**config.mk**
```make
export PLATFORM = sky130hd
export DESIGN_NAME = softramp_seq
export DESIGN_NICKNAME = d
export VERILOG_FILES = /design/src/rtl/softramp_pkg.sv /design/src/rtl/softramp_pacer.sv /design/src/rtl/softramp_code.sv /design/src/rtl/softramp_fsm.sv /design/src/rtl/softramp_seq.sv
export SDC_FILE = /design/constraint.sdc
export NUM_CORES = 1
export LEC_CHECK = 0
export ABC_CLOCK_PERIOD_IN_PS = 2200
export CAP_MARGIN = 10
export CELL_PAD_IN_SITES_DETAIL_PLACEMENT = 1
export CELL_PAD_IN_SITES_GLOBAL_PLACEMENT = 2
export CORE_MARGIN = 5
export CORE_UTILIZATION = 29
export DETAILED_ROUTE_END_ITERATION = 7
export GPL_TIMING_DRIVEN = 0
export PLACE_DENSITY_LB_ADDON = 0.15
export SLEW_MARGIN = 25
export SYNTH_ARGS = -nofsm -noshare
export SYNTH_HDL_FRONTEND = slang
export SYNTH_SLANG_ARGS = --single-unit
```
**constraint.sdc**
```tcl
create_clock -name clk -period 2.2 [get_ports clk]
set_clock_uncertainty 0.2 [all_clocks]
set_input_delay 0.66 -clock clk [delete_from_list [all_inputs] [get_ports clk]]
set_output_delay 0.66 -clock clk [all_outputs]
set_load 0.03 [all_outputs]
```
**src/rtl/softramp_pkg.sv**
```systemverilog
package softramp_pkg;
   typedef enum logic [1:0] {
      ST_OFF  = 2'd0,
      ST_UP   = 2'd1,
      ST_RUN  = 2'd2,
      ST_DOWN = 2'd3
   } ramp_state_t;
endpackage

```
**src/rtl/softramp_pacer.sv**
```systemverilog
// Counts switching-cycle ticks and flags the tick that closes a step.
module softramp_pacer #(
   parameter int unsigned TICKS_PER_STEP = 32
) (
   input  logic clk,
   input  logic rst_n,
   input  logic clear,
   input  logic run,
   input  logic tick,
   output logic step
);
   generate
      if (TICKS_PER_STEP == 1) begin : g_direct
         assign step = run & tick;
      end else begin : g_count
         localparam int unsigned CNT_W = $clog2(TICKS_PER_STEP);
         localparam logic [CNT_W-1:0] LAST = CNT_W'(TICKS_PER_STEP - 1);
         logic [CNT_W-1:0] cnt;

         assign step = run & tick & (cnt == LAST);

         always_ff @(posedge clk) begin
            if (!rst_n)
               cnt <= '0;
            else if (clear)
               cnt <= '0;
            else if (run && tick)
               cnt <= (cnt == LAST) ? '0 : cnt + 1'b1;
         end
      end
   endgenerate
endmodule

```
**src/rtl/softramp_code.sv**
```systemverilog
// Holds the reference code; clears, steps up or steps down on request.
module softramp_code #(
   parameter int unsigned CODE_W = 7
) (
   input  logic              clk,
   input  logic              rst_n,
   input  logic              zero,
   input  logic              inc,
   input  logic              dec,
   output logic [CODE_W-1:0] code
);
   always_ff @(posedge clk) begin
      if (!rst_n)
         code <= '0;
      else if (zero)
         code <= '0;
      else if (inc)
         code <= code + 1'b1;
      else if (dec)
         code <= code - 1'b1;
   end
endmodule

```
**src/rtl/softramp_fsm.sv**
```systemverilog
// Sequencing state machine with supply gating and done pulses.
module softramp_fsm
   import softramp_pkg::*;
#(
   parameter int unsigned CODE_MAX = 64,
   parameter int unsigned CODE_W   = 7
) (
   input  logic              clk,
   input  logic              rst_n,
   input  logic              en,
   input  logic              supply_ok,
   input  logic              step,
   input  logic [CODE_W-1:0] code,
   output logic              pace_run,
   output logic              pace_clear,
   output logic              code_zero,
   output logic              code_inc,
   output logic              code_dec,
   output logic              drv_en,
   output logic              up_done,
   output logic              down_done
);
   localparam logic [CODE_W-1:0] TOP     = CODE_W'(CODE_MAX);
   localparam logic [CODE_W-1:0] TOP_M1  = CODE_W'(CODE_MAX - 1);
   localparam logic [CODE_W-1:0] ONE     = CODE_W'(1);

   ramp_state_t state, state_nx;
   logic        up_done_nx, down_done_nx;

   always_comb begin
      state_nx = state;
      if (!supply_ok) begin
         state_nx = ST_OFF;
      end else begin
         unique case (state)
            ST_OFF:  if (en) state_nx = ST_UP;
            ST_UP: begin
               if (!en)
                  state_nx = (code == '0) ? ST_OFF : ST_DOWN;
               else if (step && code == TOP_M1)
                  state_nx = ST_RUN;
            end
            ST_RUN:  if (!en) state_nx = ST_DOWN;
            ST_DOWN: begin
               if (en)
                  state_nx = (code == TOP) ? ST_RUN : ST_UP;
               else if (step && code == ONE)
                  state_nx = ST_OFF;
            end
            default: state_nx = ST_OFF;
         endcase
      end
   end

   assign pace_run   = (state == ST_UP) || (state == ST_DOWN);
   assign pace_clear = !supply_ok || (state_nx != state);
   assign code_zero  = !supply_ok;
   assign code_inc   = supply_ok && en  && (state == ST_UP)   && step;
   assign code_dec   = supply_ok && !en && (state == ST_DOWN) && step;

   assign up_done_nx   = code_inc && (code == TOP_M1);
   assign down_done_nx = (code_dec && (code == ONE)) ||
                         (supply_ok && !en && (state == ST_UP) && (code == '0));

   always_ff @(posedge clk) begin
      if (!rst_n) begin
         state     <= ST_OFF;
         up_done   <= 1'b0;
         down_done <= 1'b0;
      end else begin
         state     <= state_nx;
         up_done   <= up_done_nx;
         down_done <= down_done_nx;
      end
   end

   assign drv_en = (state != ST_OFF);
endmodule

```
**src/rtl/softramp_seq.sv**
```systemverilog
// Top: soft-start / soft-stop reference sequencer.
module softramp_seq #(
   parameter int unsigned CODE_MAX       = 64,
   parameter int unsigned TICKS_PER_STEP = 32,
   parameter int unsigned CODE_W         = $clog2(CODE_MAX + 1)
) (
   input  logic              clk,
   input  logic              rst_n,
   input  logic              tick,
   input  logic              en,
   input  logic              supply_ok,
   output logic [CODE_W-1:0] ref_code,
   output logic              drv_en,
   output logic              up_done,
   output logic              down_done
);
   generate
      if (CODE_MAX < 2) begin : g_bad_max
         $error("softramp_seq: CODE_MAX must be at least 2");
      end
      if (TICKS_PER_STEP < 1) begin : g_bad_tps
         $error("softramp_seq: TICKS_PER_STEP must be at least 1");
      end
      if (CODE_W < $clog2(CODE_MAX + 1)) begin : g_bad_w
         $error("softramp_seq: CODE_W too narrow for CODE_MAX");
      end
   endgenerate

   logic step, pace_run, pace_clear, code_zero, code_inc, code_dec;

   softramp_pacer #(.TICKS_PER_STEP(TICKS_PER_STEP)) u_pacer (
      .clk   (clk),
      .rst_n (rst_n),
      .clear (pace_clear),
      .run   (pace_run),
      .tick  (tick),
      .step  (step)
   );

   softramp_fsm #(.CODE_MAX(CODE_MAX), .CODE_W(CODE_W)) u_fsm (
      .clk        (clk),
      .rst_n      (rst_n),
      .en         (en),
      .supply_ok  (supply_ok),
      .step       (step),
      .code       (ref_code),
      .pace_run   (pace_run),
      .pace_clear (pace_clear),
      .code_zero  (code_zero),
      .code_inc   (code_inc),
      .code_dec   (code_dec),
      .drv_en     (drv_en),
      .up_done    (up_done),
      .down_done  (down_done)
   );

   softramp_code #(.CODE_W(CODE_W)) u_code (
      .clk   (clk),
      .rst_n (rst_n),
      .zero  (code_zero),
      .inc   (code_inc),
      .dec   (code_dec),
      .code  (ref_code)
   );
endmodule

```
Yosys cells after proc, flatten, opt, wreduce, memory -nomap -nowiden
Cells that the tools add are included.
{"block": "totals", "inputBits": 5, "wordCells": 56, "reg_bits": 16}
{"block": "op_classes", "addsub": 3, "n_eq_ne": 8, "n_bitwise": 3, "reduce_logical": 24, "mux": 13}
{"op": "two-way mux 2 bit", "count": 9}
{"op": "two-way mux 7 bit", "count": 2}
{"op": "logical AND 1 bit", "count": 13}
{"op": "case mux 2 bit (4 select lines)", "count": 1}
{"op": "adder 7 x 1 -> 7 bit, second input constant", "count": 1}
{"op": "== test 7 x 1 -> 1 bit, second input constant", "count": 1}
{"op": "== test 7 x 6 -> 1 bit, second input constant", "count": 1}
{"op": "== test 7 bit, second input constant", "count": 1}
{"op": "logical NOT 7 bit", "count": 1}
{"op": "subtractor 7 x 1 -> 7 bit, second input constant", "count": 1}
{"op": "adder 5 x 1 -> 5 bit, second input constant", "count": 1}
{"op": "== test 5 bit, second input constant", "count": 1}
{"op": "two-way mux 5 bit", "count": 1}
{"op": "== test 2 bit, second input constant", "count": 2}
{"op": "nonzero test 2 bit", "count": 2}
{"op": "logical OR 1 bit", "count": 3}
{"op": "bitwise AND 1 bit", "count": 2}
{"op": "== test 2 x 1 -> 1 bit, second input constant", "count": 1}
{"op": "logical NOT 1 bit", "count": 2}
{"op": "logical NOT 2 bit", "count": 1}
{"op": "!= test 2 bit", "count": 1}
{"op": "AND reduction 2 bit", "count": 1}
{"op": "OR reduction 2 bit", "count": 1}
{"op": "inverter 1 bit", "count": 1}

Depth between registers and ports, before layout
Gate-level depths: netlist of run 1.
{"block": "logic_depth", "ltp_word": 12, "ltp_mapped": 8, "ltp_nobuf": 7}

By module
A second synthesis of run 1 with hierarchy kept.
{"block": "unflattened", "hier_cells": 136, "hier_area_um2": 1132.3}
{"module": "softramp_code", "cells_each": 55, "instances": 1, "seq_area_each_um2": 140.1, "area_per_inst_um2": 467.9}
{"module": "softramp_fsm", "cells_each": 52, "instances": 1, "seq_area_each_um2": 80.1, "area_per_inst_um2": 415.4}
{"module": "softramp_pacer", "cells_each": 29, "instances": 1, "seq_area_each_um2": 100.1, "area_per_inst_um2": 249.0}

Worst setup path before layout of run 1
Ideal clock, no wire load.
{"block": "synth_path", "path_kind": "register to register", "from": "register u_pacer.g_count.cnt[0]", "to": "register u_pacer.g_count.cnt[2]", "period_less_slack_ps": 2260, "n_path_buf": 1, "setup_slack_ps": -60, "t_arrival_ps": 1948, "required_ps": 1888, "stages_incl_launch_ff": 9, "setup_time_ps": 112, "path_cell_list": "dfxtp_1 > ha_1 > and3_1 > ha_1 > and3b_1 > clkbuf_2 > nand4_2 > nand4_1 > a2111oi_1"}
{"block": "synth_via", "elab_chain_cells": 10, "elab_cells_between_ends": 15}
{"element": "start, declared", "line_no": "softramp_pacer.sv:18", "rtl": "logic [CNT_W-1:0] cnt;"}
{"element": "start signal, assigned", "line_no": "softramp_pacer.sv:28", "rtl": "cnt <= (cnt == LAST) ? '0 : cnt + 1'b1;"}
{"element": "== test 5 bit", "line_no": "softramp_pacer.sv:20, softramp_pacer.sv:28"}
{"element": "bitwise AND 1 bit", "line_no": "softramp_pacer.sv:20", "rtl": "assign step = run & tick & (cnt == LAST);"}
{"element": "logical AND 1 bit, on equally long branches", "line_no": "softramp_fsm.sv:47, softramp_fsm.sv:40"}
{"element": "two-way mux 2 bit, on equally long branches", "line_no": "softramp_fsm.sv:47, softramp_fsm.sv:40"}
{"element": "two-way mux 2 bit, on equally long branches", "line_no": "softramp_fsm.sv:45, softramp_fsm.sv:38"}
{"element": "case mux 2 bit (4 select lines)", "line_no": "softramp_fsm.sv:35", "rtl": "unique case (state)"}
{"element": "two-way mux 2 bit", "line_no": "softramp_fsm.sv:32", "rtl": "if (!supply_ok) begin"}
{"element": "!= test 2 bit", "line_no": "softramp_fsm.sv:56", "rtl": "assign pace_clear = !supply_ok || (state_nx != state);"}
{"element": "logical OR 1 bit", "line_no": "softramp_fsm.sv:56"}
{"element": "OR reduction 2 bit (no source line)"}
Several ways; a longest one is shown, not always the timed one.
A chain may end at the register's enable or synchronous reset.

Worst setup path in the final report of run 1
{"block": "layout_path", "from": "register u_pacer.g_count.cnt[0]", "to": "register u_pacer.g_count.cnt[1]"}
The elaborated chain is that of the path after synthesis.

==> results.cfg, run 1 <==
[logic_synthesis]
synth_compound_area_share_pct = 22.3
synth-simple-area-share_pct = 33.3
synth_xor_area_share_pct = 0.736
synthAdderAreaFrac_pct = 6.31
ys.flop_type = dfxtp_1
synth_cell_types = 44
synth-edff-count = 0
netlist_area_mm2 = 0.00119
ys_ff_latch = 16
yosysSeqAreaShare_pct = 26.9
async_flop_share_pct = 0
syn-num-nets = 151
synth_mux_area_share_pct = 4.21
yosysWarnings = 0
netlist_instances = 140
synth.avg_cell_area_um2 = 8.50
synth_top_family_by_area = simple AND/OR/NAND/NOR gates

[place]
place_area_mm2 = 0.00140
routabilityCongestion = 0.803
place_inst = 203
hpwlAfterDp_um = 2680
io_buffer_count = 13

[power]
p_seq_share_pct = 45.1
ir_drop_uv = 200
power_mw = 0.649
switchingPower_mw = 0.167
power.density_mw_per_mm2 = 375
p_comb_share_pct = 11.9
leakage_nw = 0.641
p_sw_share_pct = 25.8
p_int_mw = 0.482
pwr-share-clk_pct = 43.0

[clock_tree]
clk_pin_slew_ns = 0.07
cts_tree = built
cts-buffers-inserted = 3
clock_latency_ns = 0.26
clock_path_buffers = 2
cts.sinks = 16
cts_max_level = 1
cts_root_buffer = clkbuf_8
cts_hold_buf = 0

[cells_and_area]
n_antenna_cell = 0
final_cell_mix = buf_4 (14), nand3_1 (14), dfxtp_1 (14), nor2_1 (8), nand4_1 (8)
stdcell_count = 218
drive_above_1_share_pct = 30.4
finalInstanceArea_mm2 = 0.00173
nNetsFinal = 180
n_fill_cell = 450
fin_util_pct = 43.3
area_delta_synth_final_pct = 45.4

[min_path]
hold_path.class = flop to flop

[timing]
rsz0062_at_grt = yes
fmax_mhz = 460
maxSlewHeadroom_pct = 74.5
period_share_pct = 98.7
final_max_slew_viol_count = 0
holdWs_ns = 0.369
worstMarginPinSlew_ns = 0.382
setup_viol = 0
period_needed_ns = 2.17
hold_viol = 0

[setup_path]
crit_chain = ha_4 > and3_4 > ha_4 > and3b_2 > nand4_4 > buf_4 > o211ai_4 > buf_12 > a2111oi_4
critPathMaxStageDelay_ns = 0.35
cp_common_cell = ha_4
start_kind = flop
cp.arrival_ns = 2.13
cp_num_buf_inv = 2
crit_slowest_cell = dfxtp_2
crit_family = simple AND/OR/NAND/NOR gates
crit_type = flop to flop
crit_path_max_fanout = 5
endpoint_kind = flop
required_ns = 2.15

[routing]
postRouteAntennaNets = 0
post_drt_wl_per_cell_um = 17.6
drtPass1Iterations = 4
drt_iter0_drc = 45
drc = 0
wirelength_um = 3830
vias_per_cell = 5.55
dr_total_vias = 1209

[die]
initial_core_util_pct = 29.7
die-area_mm2 = 0.00548
rows = 23
ioPinCount = 15
core_mm2 = 0.00400
die_w_um = 74.1
die_h_um = 74.1

[global_routing]
overflow = 0
grt_antenna_before_repair = 0
first_global_vias = 1306
grt_first_pass_wirelength_um = 6400
grt_use_total_pct = 15.3
grt_max_degree = 11

[run_status]
status = finished clean

[flow_run]
max_cap_viol_count = 0
[cells by family after synthesis]
group | after synthesis
muxes | 5
xor gates and xnor gates | 1
and+or+nand+nor | 65
buffers and inverters | 16
AOI/OAI and AO/OA | 31
DFF | 16
adders and majority gates | 6
[synth_stat cells, drive strengths merged, types with 5 or more instances]
cell type   n  area (µm²)
a2111oi     5        55.1
and3        6        37.5
and3b       6        53.8
clkbuf      5        20.0
dfxtp      16         320
ha          6        75.1
inv         7        26.3
mux2i       5        50.1
nand3      14        70.1
nand4       9        62.6
nor2        8        30.0
nor3        7        35.0
[cell type report]
type                            count  area, µm²  share of cell area [%]
Timing Repair Buffer               28        260                    15.0
Clock buffer                        4       55.1                    3.18
Inverter                            7       26.3                    1.52
Tap cell                           50       62.6                    3.62
Multi-Input combinational cell    108        965                    55.7
Buffer                              5       38.8                    2.24
Sequential cell                    16        323                    18.7
[worst paths after layout]
path / startpoint / end / slack, ns / cells after the start
setup / recovery: u_pacer.g_count.cnt[0] / u_pacer.g_count.cnt[1] / 0.03 / 9
hold / removal: u_code.code[1] / u_code.code[1] / 0.37 / 2
setup reg to reg: u_pacer.g_count.cnt[0] / u_pacer.g_count.cnt[1] / 0.03 / 9
hold reg to reg: u_code.code[1] / u_code.code[1] / 0.37 / 2
[through the flow]
stage	setup TNS [ns]	setup WS, ns
3_3_place_gp	-6.68	-0.655
3_5_place_dp	-7.14	-0.712
2_1_floorplan	0	0.00232
4_1_cts	-0.0700	-0.0700
6_report	0	0.0282
5_1_grt	-0.0744	-0.0331
[metal layers]
layer	wire [µm]	global-route usage (%)	part of all wire (%)	vias to the layer above
li1	-	-	-	594
met1	1650	18.9	43	596
met2	2020	26.5	53	15
met3	107	2.57	2.8	4
met4	55	6.04	1.4	0
met5	0	0	0	-
[tightest hold or removal path, stage by stage, from the launching register on]
cell and delay (ns):
dfxtp_1 0.36, o311ai_0 0.10, a21oi_1 0.07
[registers in the layout (all words and copies together), names as in the netlist]
name	count
u_code.code	7
u_fsm.state	2
u_fsm.down_done	1
u_fsm.up_done	1
u_pacer.g_count.cnt	5
[timing repair]
action / 4_1_cts / 5_1_grt
gates resized for setup: 32 / 11
pin swaps: 6 / 4
endpoints found under the hold margin: 0 / 0
buffers inserted: 9 / 6
endpoints found under the setup margin: 20 / 15
[power by group through the flow]
stage | sequential [mW] | clock [mW] | combinational [mW]
floorplan | 0.299 | 0 | 0.0320
global placement | 0.299 | 0 | 0.0523
detailed placement | 0.299 | 0 | 0.0534
CTS | 0.292 | 0.289 | 0.0692
global route | 0.293 | 0.299 | 0.0834
finish | 0.293 | 0.279 | 0.0771
No activity file was read; power rests on OpenSTA's default activity.
==> run 2: changes to the inputs <==
--- a/config.mk
+++ b/config.mk
@@ -13,7 +13,7 @@
 export CORE_UTILIZATION = 29
 export DETAILED_ROUTE_END_ITERATION = 7
 export GPL_TIMING_DRIVEN = 0
-export PLACE_DENSITY_LB_ADDON = 0.15
+export PLACE_DENSITY = 0.69
 export SLEW_MARGIN = 25
 export SYNTH_ARGS = -nofsm -noshare
 export SYNTH_HDL_FRONTEND = slang
==> run 2 against run 1 <==
Critical path depth is 1 lower; critical path type unchanged; clock power is 2% lower; sequential share of layout area grew 0.12 points; hold slack improved by 0.038 ns.
==> results.cfg, run 2 (synthesis gave the netlist of run 1 again) <==
[routing]
dr_total_vias = 1232
post_drt_wl_per_cell_um = 18.2
wirelength_um = 3960
drt_iter0_drc = 28
vias_per_cell = 5.65
postRouteAntennaNets = 0
drtPass1Iterations = 4
drc = 0

[clock_tree]
clk_pin_slew_ns = 0.07
cts-buffers-inserted = 3
clock_latency_ns = 0.26
cts_hold_buf = 0
cts.sinks = 16
clock_path_buffers = 2
cts_max_level = 1
cts_tree = built
cts_root_buffer = clkbuf_8

[global_routing]
overflow = 0
grt_max_degree = 11
grt_use_total_pct = 15.4
first_global_vias = 1267
grt_antenna_before_repair = 0
grt_first_pass_wirelength_um = 6350

[timing]
hold_viol = 0
worstMarginPinSlew_ns = 0.424
fmax_mhz = 465
holdWs_ns = 0.407
rsz0062_at_grt = yes
fin_tns_setup_ns = 0
period_needed_ns = 2.15
period_share_pct = 97.7
maxSlewHeadroom_pct = 71.5
setup_viol = 0
final_max_slew_viol_count = 0
fin_ws_ns = 0.0514

[power]
p_sw_share_pct = 25.3
p_comb_share_pct = 11.6
pwr-share-clk_pct = 42.8
p_int_mw = 0.478
switchingPower_mw = 0.162
ir_drop_uv = 174
p_seq_share_pct = 45.6
power_mw = 0.639
leakage_nw = 0.646
power.density_mw_per_mm2 = 369

[flow_run]
max_cap_viol_count = 0

[setup_path]
endpoint_kind = flop
crit_path_max_fanout = 5
required_ns = 2.15
startpoint = u_pacer.g_count.cnt[0]
cp.arrival_ns = 2.10
r2r_cells = 8
reg2reg_from = u_pacer.g_count.cnt[0]
start_kind = flop
crit_type = flop to flop

[min_path]
hold_path.class = flop to flop
min_from = u_code.code[1]
min_path_cells = 2

[run_status]
status = finished clean

[die]
rows = 23
ioPinCount = 15
core_mm2 = 0.00400
initial_core_util_pct = 29.7
die_w_um = 74.1
die_h_um = 74.1
die-area_mm2 = 0.00548

[cells_and_area]
drive_above_1_share_pct = 30.4
stdcell_count = 218
nNetsFinal = 180
area_delta_synth_final_pct = 45.6
largest_register = u_code.code
final_cell_mix = nand3_1 (14), dfxtp_1 (14), buf_4 (13), nor2_1 (8), nand4_1 (8)
fin_util_pct = 43.3
n_antenna_cell = 0
largest_reg_flops = 7
finalInstanceArea_mm2 = 0.00173
reg_top3 = u_code.code x7, u_pacer.g_count.cnt x5, u_fsm.state x2

[place]
routabilityCongestion = 0.842
hpwlAfterDp_um = 2750
place_area_mm2 = 0.00140
place_inst = 203
pre_cts_slack_ns = -0.665
io_buffer_count = 13
==> run 2: cell counts in the layout (fill, tap and decap cells not counted) <==
Identical to the previous run, type by type.
==> run 2: final timing paths <==
check	end	slack, ns
worst max-delay path	u_pacer.g_count.cnt[0]	0.05
worst min-delay path	u_code.code[1]	0.41
worst max register to register	u_pacer.g_count.cnt[0]	0.05
worst min register to register	u_code.code[1]	0.41
==> run 2: power by group through the flow <==
| stage | clock network [mW] | registers, mW | logic, mW |
|---|---|---|---|
| final | 0.274 | 0.292 | 0.0739 |
| after global routing | 0.289 | 0.292 | 0.0780 |
| after CTS | 0.282 | 0.293 | 0.0627 |
| after detailed placement | 0 | 0.299 | 0.0531 |
| after global placement | 0 | 0.299 | 0.0520 |
| after floorplan | 0 | 0.299 | 0.0320 |
==> run 2: per-layer routing <==
layer | GRT usage (%) | wire length [µm]
met5 | 0 | 0
met1 | 18.9 | 1790
met2 | 27.2 | 2040
met4 | 6.04 | 72
met3 | 2.03 | 56
==> run 2: what timing repair did <==
| item | CTS | global route |
|---|---|---|
| setup buffers | 5 | 10 |
| cloned | 0 | 0 |
| pin swaps | 6 | 6 |
| resized for setup | 30 | 13 |
| setup endpoints to repair | 21 | 11 |
==> run 2: critical path, cell delays in order (launching register included) <==
cell	delay, ns
dfxtp_4	0.36
ha_4	0.16
and3_4	0.18
ha_4	0.17
and3_4	0.16
nand4_1	0.18
a31oi_4	0.13
buf_12	0.16
a2111oi_4	0.33
==> run 2: final cells by class <==
type                       instances  area (µm²)
tap                               50        62.6
clock buffer                       4        55.1
buffer                             5        38.8
fill                             456        2270
inverter                           7        26.3
multi-input combinational        108         952
sequential                        16         325
timing repair buffer              28         273
==> run 3: changes to the inputs <==
--- a/config.mk
+++ b/config.mk
@@ -6,7 +6,7 @@
 export NUM_CORES = 1
 export LEC_CHECK = 0
 export ABC_CLOCK_PERIOD_IN_PS = 2200
-export CAP_MARGIN = 10
+export CAP_MARGIN = 20
 export CELL_PAD_IN_SITES_DETAIL_PLACEMENT = 1
 export CELL_PAD_IN_SITES_GLOBAL_PLACEMENT = 2
 export CORE_MARGIN = 5
==> results of run 3 <==
Same layout as run 2: the final DEF is identical, and so are final timing and power.
